<file path="config.mk">
export PLATFORM = sky130hd
export DESIGN_NAME = spare_pair_greedy
export DESIGN_NICKNAME = d
export VERILOG_FILES = /design/src/rtl/spg_pkg.sv /design/src/rtl/spg_coord_ram.sv /design/src/rtl/spg_cost_unit.sv /design/src/rtl/spg_best_tracker.sv /design/src/rtl/spare_pair_greedy.sv
export SDC_FILE = /design/constraint.sdc
export NUM_CORES = 1
export LEC_CHECK = 0
export BUFFER_PORTS_ARGS = -buffer_cell sky130_fd_sc_hd__clkbuf_2
export CAP_MARGIN = 20
export CORE_UTILIZATION = 65
export DETAILED_ROUTE_END_ITERATION = 7
export GPL_ROUTABILITY_DRIVEN = 0
export GPL_TIMING_DRIVEN = 0
export HOLD_SLACK_MARGIN = 0.05
export PLACE_DENSITY = 0.88
export SETUP_SLACK_MARGIN = 0.05
export SLEW_MARGIN = 20
export SYNTH_ARGS = -nofsm -noshare
export SYNTH_HDL_FRONTEND = slang
export SYNTH_HIERARCHICAL = 1
export SYNTH_SLANG_ARGS = --single-unit
</file>
<file path="constraint.sdc">
create_clock -name clk -period 18.04 [get_ports clk]
set_input_delay 1.804 -clock clk [delete_from_list [all_inputs] [get_ports clk]]
set_output_delay 1.804 -clock clk [all_outputs]
set_load 0.05 [all_outputs]
</file>
<file path="src/rtl/spg_pkg.sv">
package spg_pkg;

  typedef enum logic [1:0] {
    SEQ_IDLE   = 2'd0,
    SEQ_SCAN   = 2'd1,
    SEQ_FINISH = 2'd2
  } seq_state_t;

  // Relocation-direction codes
  localparam logic [2:0] CASE_H_EAST_SOUTH = 3'd0;
  localparam logic [2:0] CASE_H_EAST_NORTH = 3'd1;
  localparam logic [2:0] CASE_H_WEST_SOUTH = 3'd2;
  localparam logic [2:0] CASE_H_WEST_NORTH = 3'd3;
  localparam logic [2:0] CASE_V_NORTH_EAST = 3'd4;
  localparam logic [2:0] CASE_V_NORTH_WEST = 3'd5;
  localparam logic [2:0] CASE_V_SOUTH_EAST = 3'd6;
  localparam logic [2:0] CASE_V_SOUTH_WEST = 3'd7;

endpackage

</file>
<file path="src/rtl/spg_coord_ram.sv">
// Coordinate table: one synchronous write port, one asynchronous read port
// (maps onto distributed RAM).
module spg_coord_ram #(
  parameter int DEPTH   = 8,
  parameter int AW      = 3,
  parameter int COORD_W = 4
) (
  input  logic               clk,
  input  logic               we,
  input  logic [AW-1:0]      waddr,
  input  logic [COORD_W-1:0] wrow,
  input  logic [COORD_W-1:0] wcol,
  input  logic [AW-1:0]      raddr,
  output logic [COORD_W-1:0] rrow,
  output logic [COORD_W-1:0] rcol
);
  localparam int EW = 2 * COORD_W;

  logic [EW-1:0] mem [DEPTH];

  always_ff @(posedge clk) begin
    if (we) mem[waddr] <= {wrow, wcol};
  end

  logic [EW-1:0] rd_word;
  assign rd_word = mem[raddr];
  assign rrow    = rd_word[EW-1:COORD_W];
  assign rcol    = rd_word[COORD_W-1:0];
endmodule

</file>
<file path="src/rtl/spg_cost_unit.sv">
// Distance and direction code of one forbidden/spare pair.
module spg_cost_unit
  import spg_pkg::*;
#(
  parameter int COORD_W = 4
) (
  input  logic [COORD_W-1:0] f_row,
  input  logic [COORD_W-1:0] f_col,
  input  logic [COORD_W-1:0] s_row,
  input  logic [COORD_W-1:0] s_col,
  output logic [COORD_W:0]   cost,
  output logic [2:0]         dcase
);
  logic [COORD_W-1:0] adr, adc;
  logic south, north, east, west, vert_led;

  always_comb begin
    south    = s_row > f_row;
    north    = s_row < f_row;
    east     = s_col > f_col;
    west     = s_col < f_col;
    adr      = south ? (s_row - f_row) : (f_row - s_row);
    adc      = east  ? (s_col - f_col) : (f_col - s_col);
    cost     = {1'b0, adr} + {1'b0, adc};
    vert_led = adr > adc;
    if (vert_led) dcase = {1'b1, south, west};
    else          dcase = {1'b0, west, north};
  end
endmodule

</file>
<file path="src/rtl/spg_best_tracker.sv">
// Holds the cheapest free candidate seen in the current scan.
module spg_best_tracker #(
  parameter int CW  = 5,
  parameter int SIW = 3
) (
  input  logic           clk,
  input  logic           rst,
  input  logic           step,
  input  logic           restart,
  input  logic           cand_ok,
  input  logic [CW-1:0]  cand_cost,
  input  logic [SIW-1:0] cand_idx,
  input  logic [2:0]     cand_case,
  output logic [CW-1:0]  nxt_cost,
  output logic [SIW-1:0] nxt_idx,
  output logic [2:0]     nxt_case
);
  logic           have;
  logic [CW-1:0]  held_cost;
  logic [SIW-1:0] held_idx;
  logic [2:0]     held_case;
  logic           take;

  always_comb begin
    // strict less-than keeps the earliest (lowest index) among equals
    take     = cand_ok && (!have || (cand_cost < held_cost));
    nxt_cost = take ? cand_cost : held_cost;
    nxt_idx  = take ? cand_idx  : held_idx;
    nxt_case = take ? cand_case : held_case;
  end

  always_ff @(posedge clk) begin
    if (rst || restart) begin
      have      <= 1'b0;
      held_cost <= '0;
      held_idx  <= '0;
      held_case <= '0;
    end else if (step) begin
      have      <= have | cand_ok;
      held_cost <= nxt_cost;
      held_idx  <= nxt_idx;
      held_case <= nxt_case;
    end
  end
endmodule

</file>
<file path="src/rtl/spare_pair_greedy.sv">
module spare_pair_greedy
  import spg_pkg::*;
#(
  parameter int FB_DEPTH = 8,
  parameter int SP_DEPTH = 8,
  parameter int COORD_W  = 4,
  localparam int FIW = (FB_DEPTH > 1) ? $clog2(FB_DEPTH) : 1,
  localparam int SIW = (SP_DEPTH > 1) ? $clog2(SP_DEPTH) : 1,
  localparam int FCW = $clog2(FB_DEPTH + 1),
  localparam int SCW = $clog2(SP_DEPTH + 1),
  localparam int PCW = COORD_W + 1,
  localparam int TW  = PCW + FCW
) (
  input  logic               clk,
  input  logic               rst,
  input  logic               fb_we,
  input  logic [FIW-1:0]     fb_waddr,
  input  logic [COORD_W-1:0] fb_wrow,
  input  logic [COORD_W-1:0] fb_wcol,
  input  logic               sp_we,
  input  logic [SIW-1:0]     sp_waddr,
  input  logic [COORD_W-1:0] sp_wrow,
  input  logic [COORD_W-1:0] sp_wcol,
  input  logic               start,
  input  logic [FCW-1:0]     fb_num,
  input  logic [SCW-1:0]     sp_num,
  output logic               busy,
  output logic               pair_valid,
  output logic [FIW-1:0]     pair_fb,
  output logic [SIW-1:0]     pair_sp,
  output logic [2:0]         pair_case,
  output logic [PCW-1:0]     pair_cost,
  output logic [TW-1:0]      total_cost,
  output logic               done,
  output logic               fail,
  output logic               identity
);

  seq_state_t          state;
  logic [FCW-1:0]      f_num, fidx;
  logic [SCW-1:0]      s_num, sidx;
  logic [SP_DEPTH-1:0] used_mask;

  logic [COORD_W-1:0]  f_row, f_col, s_row, s_col;
  logic [PCW-1:0]      cand_cost, nxt_cost;
  logic [2:0]          cand_case, nxt_case;
  logic [SIW-1:0]      nxt_idx;
  logic [SIW-1:0]      s_addr;
  logic [FIW-1:0]      f_addr;
  logic                scanning, last_spare, last_fb, cand_free;

  assign f_addr     = fidx[FIW-1:0];
  assign s_addr     = sidx[SIW-1:0];
  assign scanning   = (state == SEQ_SCAN);
  assign last_spare = (sidx == s_num - SCW'(1));
  assign last_fb    = (fidx == f_num - FCW'(1));
  assign cand_free  = !used_mask[s_addr];

  spg_coord_ram #(.DEPTH(FB_DEPTH), .AW(FIW), .COORD_W(COORD_W)) u_fb_ram (
    .clk(clk), .we(fb_we), .waddr(fb_waddr), .wrow(fb_wrow), .wcol(fb_wcol),
    .raddr(f_addr), .rrow(f_row), .rcol(f_col)
  );

  spg_coord_ram #(.DEPTH(SP_DEPTH), .AW(SIW), .COORD_W(COORD_W)) u_sp_ram (
    .clk(clk), .we(sp_we), .waddr(sp_waddr), .wrow(sp_wrow), .wcol(sp_wcol),
    .raddr(s_addr), .rrow(s_row), .rcol(s_col)
  );

  spg_cost_unit #(.COORD_W(COORD_W)) u_cost (
    .f_row(f_row), .f_col(f_col), .s_row(s_row), .s_col(s_col),
    .cost(cand_cost), .dcase(cand_case)
  );

  spg_best_tracker #(.CW(PCW), .SIW(SIW)) u_best (
    .clk(clk), .rst(rst),
    .step(scanning), .restart(scanning && last_spare),
    .cand_ok(cand_free), .cand_cost(cand_cost), .cand_idx(s_addr),
    .cand_case(cand_case),
    .nxt_cost(nxt_cost), .nxt_idx(nxt_idx), .nxt_case(nxt_case)
  );

  always_ff @(posedge clk) begin
    if (rst) begin
      state      <= SEQ_IDLE;
      f_num      <= '0;
      s_num      <= '0;
      fidx       <= '0;
      sidx       <= '0;
      used_mask  <= '0;
      busy       <= 1'b0;
      pair_valid <= 1'b0;
      pair_fb    <= '0;
      pair_sp    <= '0;
      pair_case  <= '0;
      pair_cost  <= '0;
      total_cost <= '0;
      done       <= 1'b0;
      fail       <= 1'b0;
      identity   <= 1'b0;
    end else begin
      pair_valid <= 1'b0;
      unique case (state)
        SEQ_IDLE: begin
          if (start) begin
            f_num      <= fb_num;
            s_num      <= sp_num;
            fidx       <= '0;
            sidx       <= '0;
            used_mask  <= '0;
            total_cost <= '0;
            done       <= 1'b0;
            fail       <= 1'b0;
            identity   <= 1'b0;
            if ({1'b0, fb_num} > {1'b0, sp_num[SCW-1:0]} + (FCW + 1)'(0)) begin
              done <= 1'b1;
              fail <= 1'b1;
            end else if (fb_num == '0) begin
              done     <= 1'b1;
              identity <= 1'b1;
            end else begin
              state <= SEQ_SCAN;
              busy  <= 1'b1;
            end
          end
        end
        SEQ_SCAN: begin
          if (last_spare) begin
            pair_valid         <= 1'b1;
            pair_fb            <= f_addr;
            pair_sp            <= nxt_idx;
            pair_case          <= nxt_case;
            pair_cost          <= nxt_cost;
            total_cost         <= total_cost + TW'(nxt_cost);
            used_mask[nxt_idx] <= 1'b1;
            sidx               <= '0;
            if (last_fb) begin
              state <= SEQ_FINISH;
              busy  <= 1'b0;
            end else begin
              fidx <= fidx + FCW'(1);
            end
          end else begin
            sidx <= sidx + SCW'(1);
          end
        end
        SEQ_FINISH: begin
          done  <= 1'b1;
          state <= SEQ_IDLE;
        end
        default: state <= SEQ_IDLE;
      endcase
    end
  end
endmodule

</file>
* Word-level counts from Yosys, hierarchy flattened
Memories as Yosys holds them, arrays and structs flattened. A register that Yosys moved wholly into a read port is not among the register bits. Index checks and enable logic that the tools add are counted. W data, S select, Z words.
Storage, ports and cells: bits in registers 66, latch bits 0, memory bits (writable) 128, ROM bits 0, input bits 35, output and inout port bits 28, memories kept 2
Memories:
- u_fb_ram.mem | depth 8, bits a word 8, read ports 1, clocked after memory_dff 1, write ports 1, RTL line spg_coord_ram.sv:19 | logic [EW-1:0] mem [DEPTH];
- u_sp_ram.mem | depth 8, bits a word 8, read ports 1, clocked after memory_dff 1, write ports 1, RTL line spg_coord_ram.sv:19
Operators by class: $add $sub $neg 10, $mul 0, divide/modulo/power cells 0, magnitude comparators 10, eq/ne operators 10, shifts and indexed selects 0, multiplexer cells 49, bitwise gates (word level) 3, reductions and logical operators 20
Operators with widths (count):
- $mux W4 | 6
- $mux W3 | 7
- $mux W9 | 2
- $pmux W9 S2 | 1
- $mux W1 | 17
- $gt A4 B4 Y1 | 4
- $mux W8 | 2
- $pmux W4 S2 | 2
- $pmux W8 S2 | 1
- $sub A4 B4 Y4 | 4
- $mux W2 | 5
- $add A9 B5 Y9 | 1
- $add A4 B1 Y4 const B | 2
- $eq A4 B4 Y1 | 2
- $lt A3 B4 Y1 const B | 2
- $lt A4 B4 Y1 | 2
- $ne A2 B2 Y1 const B | 4
- $or A8 B8 Y8 | 1
- $reduce_and A2 Y1 | 4
- $sub A4 B1 Y4 const B | 2
- $reduce_and A6 Y1 | 1
- $add A4 B4 Y5 | 1
- $lt A5 B5 Y1 | 1
- $mux W5 | 1
- 20 further kinds | 27

* Depth between registers and ports, before layout
Gate-level depths: netlist of the first run.
depth after elaboration 14, gate-level depth with buffers 30, mapped depth without buffers 27

* Hierarchy
Netlist of the first run, hierarchy kept.
By module, submodules not included:
- spg_coord_ram | instances 2, cells each 106, area an instance 2531.2 um2
- spare_pair_greedy | instances 1, cells each 311, area an instance 2613.8 um2
- spg_cost_unit | instances 1, cells each 106, area an instance 902.1 um2
- spg_best_tracker | instances 1, cells each 79, area an instance 762.0 um2

* Worst setup path after synthesis of the first run
OpenSTA, ideal clock, no wires.
kind flip-flop to flip-flop, start register sidx[2], end register total_cost[8], data arrival time 6360 ps, data required time 17969 ps, setup slack 11610 ps, stages on the path, launching flop included 31, path buffers 3, path through dfxtp_1 clkbuf_1 buf_2 mux4_2 mux2_2 inv_1 ha_1 inv_1 fa_1 a211oi_4 or2_4 a21oi_4 mux2_4 ha_1 a21o_1 a21oi_1 xnor2_1 ha_1 o21a_1 o21ai_1 o21ai_2 buf_6 mux2_4 ha_1 inv_1 fa_1 nor2b_1 o21a_1 o311ai_0 or4_1 a21oi_1
Between the ends: longest elaborated chain between the ends 8, elaborated cells on any way between the ends 11, classes of those cells 1 x add/sub; 2 x eq/ne; 5 x mux; 3 x reduce/logical
Ends and longest elaborated chain:
- start: declaration | RTL line spare_pair_greedy.sv:41 | logic [SCW-1:0] s_num, sidx;
- start signal: assignment | RTL line spare_pair_greedy.sv:143 | sidx <= sidx + SCW'(1);
- $bmux W1 S3 | RTL line spare_pair_greedy.sv:57 | assign cand_free = !used_mask[s_addr];
- $mux W1 (implied by the code) | RTL line spare_pair_greedy.sv:57
- $logic_not A1 Y1 | RTL line spare_pair_greedy.sv:57
- $logic_and A1 B1 Y1 | RTL line spg_best_tracker.sv:26 | take = cand_ok && (!have || (cand_cost < held_cost));
- $mux W5 | RTL line spg_best_tracker.sv:27 | nxt_cost = take ? cand_cost : held_cost;
- named net nxt_cost[0] | RTL line spare_pair_greedy.sv:45 | logic [PCW-1:0] cand_cost, nxt_cost;
- $add A9 B5 Y9 | RTL line spare_pair_greedy.sv:133 | total_cost <= total_cost + TW'(nxt_cost);
- $mux W9 | RTL line spare_pair_greedy.sv:127 | if (last_spare) begin
- $pmux W9 S2 | RTL line spare_pair_greedy.sv:102 | unique case (state)
- end signal: assignment | RTL line spare_pair_greedy.sv:133
- end: declaration | RTL line spare_pair_greedy.sv:33 | output logic [TW-1:0] total_cost,
The timed path passes the listed nets, and every way through them passes these cells. The select of a mux whose other input is x is not followed. A chain may end at the register's enable or synchronous reset.

* Final worst setup path of the first run
Ends and elaborated chain as after synthesis.

==> run summary, run 1 <==
Area growth syn-to-layout -> 12.4%
Final Max Slew Viols -> 0
Total Routed Length -> 20.0 mm
std cell rows -> 43
share of layout cells above drive strength 1 -> 20.0%
CTS root buf -> clkbuf_16
sequential share of the synthesized area -> 55.3%
reg2reg start -> sidx[2]
synthesized flop and latch total -> 194
# H-tree levels -> 4
status -> complete, but fails checks
vias in the first global route -> 6227
metal3 WL -> 1.36 mm
area leader, netlist -> edfxtp_1
first-pass GRT wire length -> 31.2 mm
Tmin final -> 7.65 ns
P per Cell Area -> 103 nW/um^2
clk_lat worst skew -> 0.43 ns
CTS tree -> built
hold_sp -> pair_case[1]
CORE AREA -> 13900 um^2
post-synthesis area per instance -> 13.2 um^2
Critical Path AT -> 8.01 ns
most common cell after layout, fill and taps aside -> edfxtp_1
Reg clk slew, reported paths -> 0.07 ns
Clock Path Buffers -> 2
Slew headroom -> 36.7%
Synth Net Count -> 788
clock sinks -> 194
# setup viols final -> 0
postcts setup bufs -> 0
CP Launch Type -> flip-flop
worst vdd ir -> 0.0000897 V
flop2flop setup slack -> 10.39 ns
Final ANT Viol Nets -> 0
met2 wire len -> 10.1 mm
die area -> 14900 um^2
diode count -> 0
Tcrit/Tclk final -> 42.4%
Die Ht -> 122 um
Min-Delay Path Class -> flip-flop to flip-flop
hold violation total from the final report -> 0
mapped cell area -> 9340 um^2
Buffers on Ports -> 62
mean routed wirelength per cell -> 20.3 um
share of the synthesized area in the top cell type -> 41.2%
fin nets -> 869
I/O pin cnt -> 63
Yosys warnings -> 6
Critical Path Max Stage Delay -> 0.56 ns
Die Wd -> 122 um
Worst Path Max Fanout -> 10
Hold WS -> 0.460 ns
largest net degree at the start of global routing -> 19
RR Endpoint -> total_cost[8]
vias per cell -> 6.30
failing checks -> DRC
hold depth -> 2
DP HPWL -> 13.5 mm
Worst EP required -> 18.40 ns
Vias -> 6191
initial antenna violation count -> 0
Metal-1 WL -> 7.84 mm
CP delay by family, top -> compound AO/OA/AOI/OAI gates
clk_skew -> 0.00933 ns
R2R cell count -> 29
most frequent cells in the layout -> 128 x edfxtp_1, 89 x nand2_1, 66 x dfxtp_1
CTS Buf Count -> 17
final worst-path setup slack -> 10.39 ns
fmax -> 131 MHz
Overflow after GRT -> 0
synth unique cells -> 63
Buffers & Inverters on Critical Path -> 6
WHS Endpoint -> pair_case[1]
max_cap viols -> 0
type of destination of the critical path -> flip-flop
unrepaired setup endpoints after global routing -> no
hold buffer count at cts -> 0
Starting Density -> 67.0%
Highest Signal Layer -> met4
DRC errors left -> 1
Leak -> 3.91 nW
post_cts resized -> 0
slowest cell on the critical path -> dfxtp_1
CP dominant cell by count -> ha_1
ranking of synthesized cells by area -> edfxtp_1 41%, dfxtp_1 14%, mux4_1 8.4%
GRT Total Usage -> 28.6%
Starting DRT DRC Count -> 500
DR pass1 iterations -> 8
Crit Path Category -> flip-flop to flip-flop
cells after synthesis -> 708
Setup TNS -> 0 ns
dpl ws -> 10.61 ns
Slew @ Worst Pin -> 0.946 ns
[Yosys cell counts (all sizes together)]
cell type and count:
edfxtp 128, nand2 89, dfxtp 66, a21oi 54
ha 39, inv 39, mux2 35, mux4 34
nor2 28, mux2i 21, nand3 17, buf 16
o21ai 16, clkbuf 15, nor3 13, nand2b 8
xor2 8, o31ai 7, fa 6, nor3b 6
xnor2 6, a211oi 5, nor4 5, o21a 5
nand3b 4, or3 4, a21o 3, a31oi 3
and3 3, or4 3, and2 2, and4 2
nand4 2, nor2b 2, o211a 2, o211ai 2
o41ai 2, or2 2, a41o 1, clkinv 1
o21bai 1, o311ai 1, or3b 1, xnor3 1
[layout make-up]
| class | count | area, um^2 |
|---|---|---|
| plain buffers | 31 | 196 |
| well taps | 180 | 225 |
| repair buffers | 62 | 310 |
| inverters | 40 | 150 |
| flip-flops and latches | 194 | 5160 |
| fillers | 832 | 3440 |
| multi-input cells | 443 | 3850 |
| clock buffers | 18 | 429 |
| clock inverters | 14 | 170 |
[routing by layer]
layer | GRT usage (%) | up-vias
li1 | - | 2816
met1 | 34.4 | 2993
met2 | 49.0 | 326
met3 | 6.37 | 56
met4 | 13.3 | 0
met5 | 0 | -
[sequential cells by signal, summed over array words and instances, names as in the netlist]
register,count
done,1
fidx,4
sidx,4
u_fb_ram/mem,64
pair_fb,3
identity,1
u_best/held_cost,5
fail,1
pair_cost,5
f_num,4
total_cost,9
pair_valid,1
u_sp_ram/mem,64
pair_sp,3
u_best/held_idx,3
busy,1
u_best/have,1
used_mask,8
state,2
u_best/held_case,3
pair_case,3
s_num,4
[cell families after synthesis]
logic type               after synthesis  share of synthesized area, %
buffers and inverters                 71                          3.71
AND/OR/NAND/NOR                      191                          9.79
flip-flops                           194                          55.3
XOR/XNOR                              15                          1.63
adder cells (fa/ha/maj)               45                          6.51
AO/OA/AOI/OAI                        102                          6.74
multiplexers                          90                          16.3
[worst register-to-register path, delay by kind of cell, from the launching register on]
family	cells	cell delay, ns
multiplexers	4	1.16
buffers and inverters	6	1.20
adder cells (fa/ha/maj)	6	1.89
AND/OR/NAND/NOR	3	0.86
AO/OA/AOI/OAI	10	1.91
flip-flops	1	0.56
[where the power goes]
part | total, W | leakage, nW | internal (W) | switching, W
clock | 0.000384 | 0.293 | 0.000210 | 0.000174
sequential | 0.000496 | 1.70 | 0.000489 | 0.00000743
combinational | 0.000200 | 1.92 | 0.0000886 | 0.000112
total | 0.00108 | 3.91 | 0.000787 | 0.000294
[worst max-delay path by stage]
stage,from,end,cells past startpoint
after detailed placement,sidx[2],total_cost[8],29
after CTS,sidx[2],total_cost[8],29
after global placement,sidx[2],total_cost[8],30
after global routing,sidx[2],total_cost[8],29
after floorplan,sidx[2],total_cost[8],30
final,sidx[2],total_cost[8],29
[metrics by stage]
| step | power [W] | area [um^2] | utilization, % | cells |
|---|---|---|---|---|
| 4_1_cts | 0.00108 | 10500 | 75.3 | 982 |
| 5_1_grt | 0.00112 | 10500 | 75.3 | 982 |
| 6_report | 0.00108 | 10500 | 75.3 | 982 |
| 2_1_floorplan | 0.000650 | 9340 | - | 708 |
| 3_5_place_dp | 0.000701 | 9900 | 71.0 | 950 |
| 3_3_place_gp | 0.000687 | 9880 | 70.9 | 950 |
No activity file was read; power rests on OpenSTA's default activity.
==> run 2, diff against run 1 <==
Settings changed: CORE_UTILIZATION 65 to 61, PLACE_DENSITY 0.88 to 0.83.
Clock period 18.04 ns to 7.57 ns, I/O delays scaled along.
==> run summary, run 2 (synthesis gave the netlist of run 1 again) <==
reg2reg start -> fidx[2]
Slew headroom -> 37.7%
status -> complete, no violations
std cell rows -> 44
DR pass1 iterations -> 5
biggest regs -> u_fb_ram/mem x64, u_sp_ram/mem x64, total_cost x9
Hold WS -> 0.465 ns
Area growth syn-to-layout -> 11.8%
Slew @ Worst Pin -> 0.931 ns
Final Max Slew Viols -> 0
RR Endpoint -> total_cost[8]
Tmin final -> 7.10 ns
Critical Path Max Stage Delay -> 0.54 ns
Critical Path AT -> 7.46 ns
Placed Area -> 9900 um^2
Worst Path Max Fanout -> 10
fmax -> 141 MHz
Worst EP required -> 7.94 ns
Die Ht -> 126 um
worst vdd ir -> 0.000184 V
Final ANT Viol Nets -> 0
Reg area -> 5170 um^2
final worst-path setup slack -> 0.473 ns
Die Wd -> 126 um
Buffers on Ports -> 62
slowest cell on the critical path -> or4_1
# H-tree levels -> 4
CTS tree -> built
Starting Density -> 63.3%
Vias -> 6108
I/O pin cnt -> 63
fin nets -> 869
type of destination of the critical path -> flip-flop
clk_skew -> 0.0131 ns
Metal-1 WL -> 8.08 mm
Tcrit/Tclk final -> 93.8%
mean routed wirelength per cell -> 20.0 um
share of layout cells above drive strength 1 -> 20.3%
Critical Path Sink -> total_cost[8]
unrepaired setup endpoints after global routing -> no
P per Cell Area -> 238 nW/um^2
CORE AREA -> 14800 um^2
post_cts resized -> 0
hold violation total from the final report -> 0
diode count -> 0
Reg clk slew, reported paths -> 0.07 ns
Crit Path Category -> flip-flop to flip-flop
Starting DRT DRC Count -> 452
DRC errors left -> 0
most frequent cells in the layout -> 128 x edfxtp_1, 89 x nand2_1, 64 x clkbuf_2
R2R cell count -> 28
Min-Delay Path Class -> flip-flop to flip-flop
Setup TNS -> 0 ns
CTS root buf -> clkbuf_16
postcts setup bufs -> 0
Final Power -> 0.00248 W
hold buffer count at cts -> 0
GRT Total Usage -> 26.0%
die area -> 15800 um^2
metal3 WL -> 1.11 mm
fillers -> 963
area of the multi-input gates -> 3850 um^2
Total Routed Length -> 19.7 mm
clk_lat worst skew -> 0.44 ns
vias per cell -> 6.19
Highest Signal Layer -> met4
max_cap viols -> 0
vias in the first global route -> 6075
post-route cell area -> 10400 um^2
dpl ws -> 0.130 ns
DP HPWL -> 13.5 mm
initial antenna violation count -> 0
CTS Buf Count -> 17
Overflow after GRT -> 0
Clock Path Buffers -> 2
met2 wire len -> 9.98 mm
clock sinks -> 194
first-pass GRT wire length -> 31.1 mm
largest net degree at the start of global routing -> 18
Leak -> 3.88 nW
# setup viols final -> 0
flop2flop setup slack -> 0.47 ns
CP Launch Type -> flip-flop
most common cell after layout, fill and taps aside -> edfxtp_1
crit path from -> fidx[2]
run 2: critical path: cells and delay by family (launching register included):
family	cells	cell delay, ns
buffers and inverters	5	0.92
adder cells (fa/ha/maj)	6	1.85
AO/OA/AOI/OAI	10	1.59
multiplexers	4	1.24
AND/OR/NAND/NOR	3	0.97
flip-flops	1	0.45
run 2: worst min-delay path by stage:
stage	cells after the start	end	startpoint	slack, ns
detailed placement	2	used_mask[6]	used_mask[6]	0.45
global route	2	pair_cost[2]	pair_cost[2]	0.49
floorplan	2	used_mask[4]	used_mask[4]	0.42
CTS	2	pair_cost[0]	pair_cost[0]	0.46
global placement	2	used_mask[4]	used_mask[4]	0.43
finish	2	pair_cost[0]	pair_cost[0]	0.47
run 2: per-stage QoR:
step | utilization [%] | instances
2_1_floorplan | - | 708
3_3_place_gp | 67.0 | 954
3_5_place_dp | 67.1 | 954
4_1_cts | 70.7 | 986
5_1_grt | 70.8 | 986
6_report | 70.8 | 986
run 2: routing by layer:
metal | GRT usage (%) | up-vias
li1 | - | 2801
met3 | 4.38 | 41
met2 | 45.0 | 241
met4 | 11.8 | 0
met1 | 32.1 | 3025
met5 | 0 | -
run 2: cell type report:
type,instances,area share (%)
clock buffers,19,4.14
repair buffers,62,2.97
well taps,184,2.20
clock inverters,13,0.970
flip-flops and latches,194,49.5
multi-input cells,443,36.8
inverters,40,1.44
plain buffers,31,1.95
run 2: power breakdown:
group          internal [W]  switching [W]
clock network      0.000426       0.000405
logic              0.000210       0.000258
registers           0.00116      0.0000176
total               0.00180       0.000681
